==> src/rtl/sinc_decim_pkg.sv <==
package sinc_decim_pkg;
  typedef enum logic [1:0] {
    MODE_FAST  = 2'b00,
    MODE_SINC1 = 2'b01,
    MODE_SINC2 = 2'b10,
    MODE_SINC3 = 2'b11
  } mode_e;

  function automatic logic [1:0] order_of(mode_e m);
    return (m == MODE_FAST) ? 2'd2 : 2'(m);
  endfunction

  function automatic logic [1:0] settle_of(mode_e m);
    return (m == MODE_FAST) ? 2'd0 : 2'(m) - 2'd1;
  endfunction
endpackage

==> src/rtl/sinc_decim_ctrl.sv <==
module sinc_decim_ctrl #(
  parameter int RATIO_W = 8
) (
  input  logic               clk_i,
  input  logic               rst_ni,
  input  logic               restart_i,
  input  logic [RATIO_W-1:0] ratio_i,
  input  logic [1:0]         settle_i,
  output logic               dump_o,
  output logic               emit_o
);
  logic [RATIO_W-1:0] cnt_q;
  logic [1:0]         disc_q;

  assign dump_o = !restart_i && (cnt_q == ratio_i);
  assign emit_o = dump_o && (disc_q >= settle_i);

  always_ff @(posedge clk_i or negedge rst_ni) begin
    if (!rst_ni) begin
      cnt_q  <= '0;
      disc_q <= '0;
    end else if (restart_i) begin
      cnt_q  <= '0;
      disc_q <= '0;
    end else if (dump_o) begin
      cnt_q <= '0;
      if (disc_q < settle_i) disc_q <= disc_q + 2'd1;
    end else begin
      cnt_q <= cnt_q + 1'b1;
    end
  end
endmodule

==> src/rtl/sinc_decim_integ.sv <==
module sinc_decim_integ #(
  parameter int ACC_W  = 26,
  parameter int STAGES = 3
) (
  input  logic                          clk_i,
  input  logic                          rst_ni,
  input  logic                          clr_i,
  input  logic                          bit_i,
  output logic [STAGES-1:0][ACC_W-1:0]  sum_o
);
  logic [STAGES-1:0][ACC_W-1:0] acc_q;
  logic [ACC_W-1:0]             x;

  assign x = bit_i ? ACC_W'(1) : {ACC_W{1'b1}};

  for (genvar g = 0; g < STAGES; g++) begin : g_stage
    if (g == 0) begin : g_first
      assign sum_o[g] = acc_q[g] + x;
    end else begin : g_next
      assign sum_o[g] = acc_q[g] + sum_o[g-1];
    end

    always_ff @(posedge clk_i or negedge rst_ni) begin
      if (!rst_ni)    acc_q[g] <= '0;
      else if (clr_i) acc_q[g] <= '0;
      else            acc_q[g] <= sum_o[g];
    end
  end
endmodule

==> src/rtl/sinc_decim_comb.sv <==
module sinc_decim_comb #(
  parameter int ACC_W  = 26,
  parameter int STAGES = 3
) (
  input  logic                          clk_i,
  input  logic                          rst_ni,
  input  logic                          clr_i,
  input  logic                          dump_i,
  input  logic [ACC_W-1:0]              din_i,
  output logic [STAGES-1:0][ACC_W-1:0]  dout_o
);
  logic [STAGES-1:0][ACC_W-1:0] dly_q;

  for (genvar g = 0; g < STAGES; g++) begin : g_stage
    logic [ACC_W-1:0] stage_in;
    if (g == 0) begin : g_first
      assign stage_in = din_i;
    end else begin : g_next
      assign stage_in = dout_o[g-1];
    end
    assign dout_o[g] = stage_in - dly_q[g];

    always_ff @(posedge clk_i or negedge rst_ni) begin
      if (!rst_ni)       dly_q[g] <= '0;
      else if (clr_i)    dly_q[g] <= '0;
      else if (dump_i)   dly_q[g] <= stage_in;
    end
  end
endmodule

==> src/rtl/sinc_decim.sv <==
module sinc_decim
  import sinc_decim_pkg::*;
#(
  parameter int RATIO_W = 8,
  parameter int ACC_W   = 3 * RATIO_W + 2
) (
  input  logic               clk_i,
  input  logic               rst_ni,
  input  logic               bit_i,
  input  logic [1:0]         mode_i,
  input  logic               en_i,
  input  logic               ack_en_i,
  input  logic [RATIO_W-1:0] ratio_i,
  input  logic               ack_clr_i,
  output logic [ACC_W-1:0]   result_o,
  output logic               valid_o,
  output logic               ack_o
);
  localparam int STAGES = 3;

  mode_e                        mode, mode_q;
  logic [RATIO_W-1:0]           ratio_q;
  logic                         restart, dump, emit;
  logic [1:0]                   sel;
  logic [STAGES-1:0][ACC_W-1:0] integ_sum, comb_out;

  assign mode    = mode_e'(mode_i);
  assign restart = !en_i || (mode != mode_q) || (ratio_i != ratio_q);
  assign sel     = order_of(mode) - 2'd1;

  always_ff @(posedge clk_i or negedge rst_ni) begin
    if (!rst_ni) begin
      mode_q  <= MODE_FAST;
      ratio_q <= '0;
    end else begin
      mode_q  <= mode;
      ratio_q <= ratio_i;
    end
  end

  sinc_decim_ctrl #(.RATIO_W(RATIO_W)) u_ctrl (
    .clk_i    (clk_i),
    .rst_ni   (rst_ni),
    .restart_i(restart),
    .ratio_i  (ratio_i),
    .settle_i (settle_of(mode)),
    .dump_o   (dump),
    .emit_o   (emit)
  );

  sinc_decim_integ #(.ACC_W(ACC_W), .STAGES(STAGES)) u_integ (
    .clk_i (clk_i),
    .rst_ni(rst_ni),
    .clr_i (restart),
    .bit_i (bit_i),
    .sum_o (integ_sum)
  );

  sinc_decim_comb #(.ACC_W(ACC_W), .STAGES(STAGES)) u_comb (
    .clk_i (clk_i),
    .rst_ni(rst_ni),
    .clr_i (restart),
    .dump_i(dump),
    .din_i (integ_sum[sel]),
    .dout_o(comb_out)
  );

  always_ff @(posedge clk_i or negedge rst_ni) begin
    if (!rst_ni) begin
      result_o <= '0;
      valid_o  <= 1'b0;
      ack_o    <= 1'b0;
    end else begin
      valid_o <= emit;
      if (emit) result_o <= comb_out[sel];
      if (emit && ack_en_i) ack_o <= 1'b1;
      else if (ack_clr_i)   ack_o <= 1'b0;
    end
  end
endmodule

==> config.mk <==
export PLATFORM = sky130hd
export DESIGN_NAME = sinc_decim
export DESIGN_NICKNAME = d
export VERILOG_FILES = /design/src/rtl/sinc_decim_pkg.sv /design/src/rtl/sinc_decim_ctrl.sv /design/src/rtl/sinc_decim_integ.sv /design/src/rtl/sinc_decim_comb.sv /design/src/rtl/sinc_decim.sv
export SDC_FILE = /design/constraint.sdc
export NUM_CORES = 1
export LEC_CHECK = 0
export CAP_MARGIN = 20
export CORE_MARGIN = 4
export CORE_UTILIZATION = 60
export CTS_CLUSTER_DIAMETER = 60
export DETAILED_ROUTE_END_ITERATION = 6
export PLACE_DENSITY_LB_ADDON = 0.15
export SYNTH_ARGS = -nofsm -noshare
export SYNTH_HDL_FRONTEND = slang
export SYNTH_HIERARCHICAL = 1
export SYNTH_SLANG_ARGS = --single-unit
==> constraint.sdc <==
create_clock -name clk_i -period 16.8 [get_ports clk_i]
set_input_delay 3.36 -clock clk_i [delete_from_list [all_inputs] [get_ports clk_i]]
set_output_delay 3.36 -clock clk_i [all_outputs]
set_load 0.01 [all_outputs]
==> flow_summary.toml <==
[job]
maxCapViolations = 0

[clock_network]
insertion_delay_ns = 0.53
cts_buffers = 25
ctsHoldBuffers = 0
post_cts_buffers = 0
clk_pin_slew_worst_paths_ns = 0.06
ctsLongestPathBuffers = 3
cts_tree = "done"
cts_htree_levels = 1
cts-resized-gates = 0
clockRootBuffer = "clkbuf_16"
clock_sinks = 204

[critical_path]
r2r-end = "result_o[25]"
crit_path_max_incr_delay_ns = 0.68
crit_path_max_fanout = 24
cp.arrival_ns = 15.00
path_class = "in -> reg"
r2r-start = "u_integ/acc_q[0]"
path_buf_inv = 2
r2r_slack_ns = 5.64
cp-end-kind = "register"
crit_required_ns = 17.21
path_common_cell = "a21oi_1"
cp_slowest_cell = "inv_1"
critPathLaunchType = "primary input"
path_depth = 50
crit_family = "compound AO/OA/AOI/OAI gates"
reg2reg_depth = 49

[sta]
setup_viol_count_final = 0
finClkSkew_ns = 0.0146
max_freq_mhz = 68.5
fin_setup_tns_ns = 0
final.period_utilization_pct = 86.8
slew_headroom_pct = 32.5
fin_crit_ns = 14.59
worst_pin_slew_ns = 1.01
worst_slack_ns = 2.21
hold_viol = 0
rsz0062_at_grt = "no"
drv_slew = 0

[detailed_routing]
drt-initial-drc-count = 750
firstDrtPassIters = 5
ant_nets = 0
drc = 0
via_count = 12800
avgViaCountPerCell = 5.82
wl_per_cell_um = 16.3
wirelength_um = 35700

[synth]
synthFlopType = "dfrtp_1"
syn-mean-instance-area_um2 = 9.05
syn-num-nets = 1987
ys_types = 85
synth_enable_flop_cells = 0
ys_seq_area_share_pct = 31.2
async_flop_share_pct = 100
syn_inst = 1807
netlist_area_mm2 = 0.0163
yosysWarnings = 6
ys_seq_elements = 204

[floorplan]
die_h_um = 173
die_w_um = 173
rows = 60
io_pins = 44
initial_core_util_pct = 60.8
coreArea_mm2 = 0.0269
die-area_mm2 = 0.0299

[min_path]
min-delay-start = "result_o[23]"
whs_path_depth = 1
hold_end = "result_o[23]"
min_path_type = "reg -> reg"

[place]
port_buffers = 43
dp_worst_setup_slack_ns = 1.92
routabilityCongestion = 0.898
hpwl_um = 25700

[grt]
overflow = 0
first_global_vias = 12800
grt_util_all_layers_pct = 23.8
grt_pass1_wl_um = 61200
antenna_found_initial = 0
grt_max_degree = 145

[finish]
fin_util_pct = 66.4
n_antenna_cell = 0
syn2layout_area_growth_pct = 9.22
nets = 2011
drive_gt1_share_pct = 6.54

[pwr]
leakage_uw = 0.00794
ir_drop_mv = 0.105
total_power_uw = 1610
p_per_area_mw_per_mm2 = 90.3

[run_status]
outcome = "finished, final reports clean"
[where the power goes]
part           internal (uW)  switching [uW]  leakage, uW  total, uW
Sequential               493           0.617      0.00283        493
Combinational            228             321      0.00469        549
Clock                    352             217     0.000422        569
[synth_stat cells (4+ instances only)]
master	instances	share of area (%)
or3_1	5	0.19
or2_2	4	0.15
nand4_1	13	0.50
nor2b_1	91	3.5
mux2_2	26	1.8
a31oi_1	13	0.50
nand3b_1	4	0.18
and4_1	6	0.32
o31a_1	4	0.21
buf_12	4	0.49
xnor2_1	107	5.7
buf_4	4	0.18
inv_1	133	3.1
dfrtp_1	204	31
fa_1	6	0.73
a21boi_0	5	0.23
o31ai_1	4	0.18
nor2_1	222	5.1
buf_1	5	0.11
o21ai_1	11	0.34
a2111oi_0	5	0.27
ha_1	158	12
a211oi_1	15	0.69
o21a_1	29	1.3
a21oi_1	160	4.9
o221ai_1	5	0.27
xnor2_2	7	0.70
a21o_1	59	2.7
mux2i_1	118	7.2
o211ai_1	11	0.51
a221o_1	6	0.37
xor2_1	38	2.0
and3_1	18	0.69
nand3_1	17	0.52
nand2_1	55	1.3
clkbuf_1	30	0.69
o21bai_1	20	0.92
o21ai_0	50	1.5
and2_1	6	0.23
nor3_1	38	1.2
nand2b_1	10	0.38
buf_2	10	0.31
[area by class of cell]
class                      count  area, um2
inverter                     133        499
clock buffer                  32        692
fill                        2164       9020
timing repair buffer          52        508
tap                          341        427
clock inverter                13        180
sequential                   204       5100
multi-input combinational   1415      10400
[layer usage]
layer	wire length (um)	global-route usage, %	vias up
li1	-	-	6411
met1	17400	33.6	6037
met2	16200	39.3	236
met3	1330	2.49	68
met4	889	6.42	0
met5	0	0	-
[state kept, by name, indices dropped and copies added, names as in the netlist]
register and flops:
ack_o 1, u_ctrl/disc_q 2, u_integ/acc_q 78, valid_o 1, u_comb/dly_q 78, ratio_q 8
result_o 26, mode_q 2, u_ctrl/cnt_q 8
[kinds of logic (layout without fill, tap and decap cells)]
family	Yosys count	count (layout)	synth area share [%]
AO/OA/AOI/OAI	445	445	18.0
multiplexers	147	147	9.27
buffers and inverters	188	230	5.00
AND/OR/NAND/NOR	507	507	15.2
XOR/XNOR	152	152	8.47
adder cells (fa/ha/maj)	164	164	12.8
flip-flops	204	204	31.2
[worst max-delay path by stage]
stage / start / to / slack, ns
after detailed placement: bit_i / result_o[25] / 1.92
after CTS: bit_i / result_o[25] / 2.39
after global routing: bit_i / result_o[25] / 1.10
final: bit_i / result_o[25] / 2.21
after floorplan: bit_i / result_o[25] / 3.57
after global placement: bit_i / result_o[25] / 2.21
[per-stage QoR]
stage,hold WS (ns),instance area [um2],instances
2_1_floorplan,0.450,16300,1807
3_3_place_gp,0.478,17000,2144
3_5_place_dp,0.496,17000,2144
4_1_cts,0.507,17800,2189
5_1_grt,0.522,17900,2190
6_report,0.506,17900,2190
[cell usage in the layout (no fill, tap or decap), drive strengths merged, types with 14 or more instances in the layout]
master | Yosys | layout
mux2i | 118 | 118
o21ai | 63 | 63
a21o | 59 | 59
and3 | 18 | 18
o21bai | 21 | 21
clkdlybuf4s50 | 0 | 40
inv | 133 | 134
ha | 158 | 158
nor3 | 39 | 39
o21a | 29 | 29
xnor2 | 114 | 114
a31oi | 15 | 15
nand3 | 17 | 17
nor2b | 91 | 91
nand2 | 55 | 55
a211oi | 17 | 17
nor2 | 222 | 222
clkbuf | 30 | 32
mux2 | 29 | 29
dfrtp | 204 | 204
nand4 | 14 | 14
a21oi | 163 | 163
xor2 | 38 | 38
No activity file was read; power rests on OpenSTA's default activity.
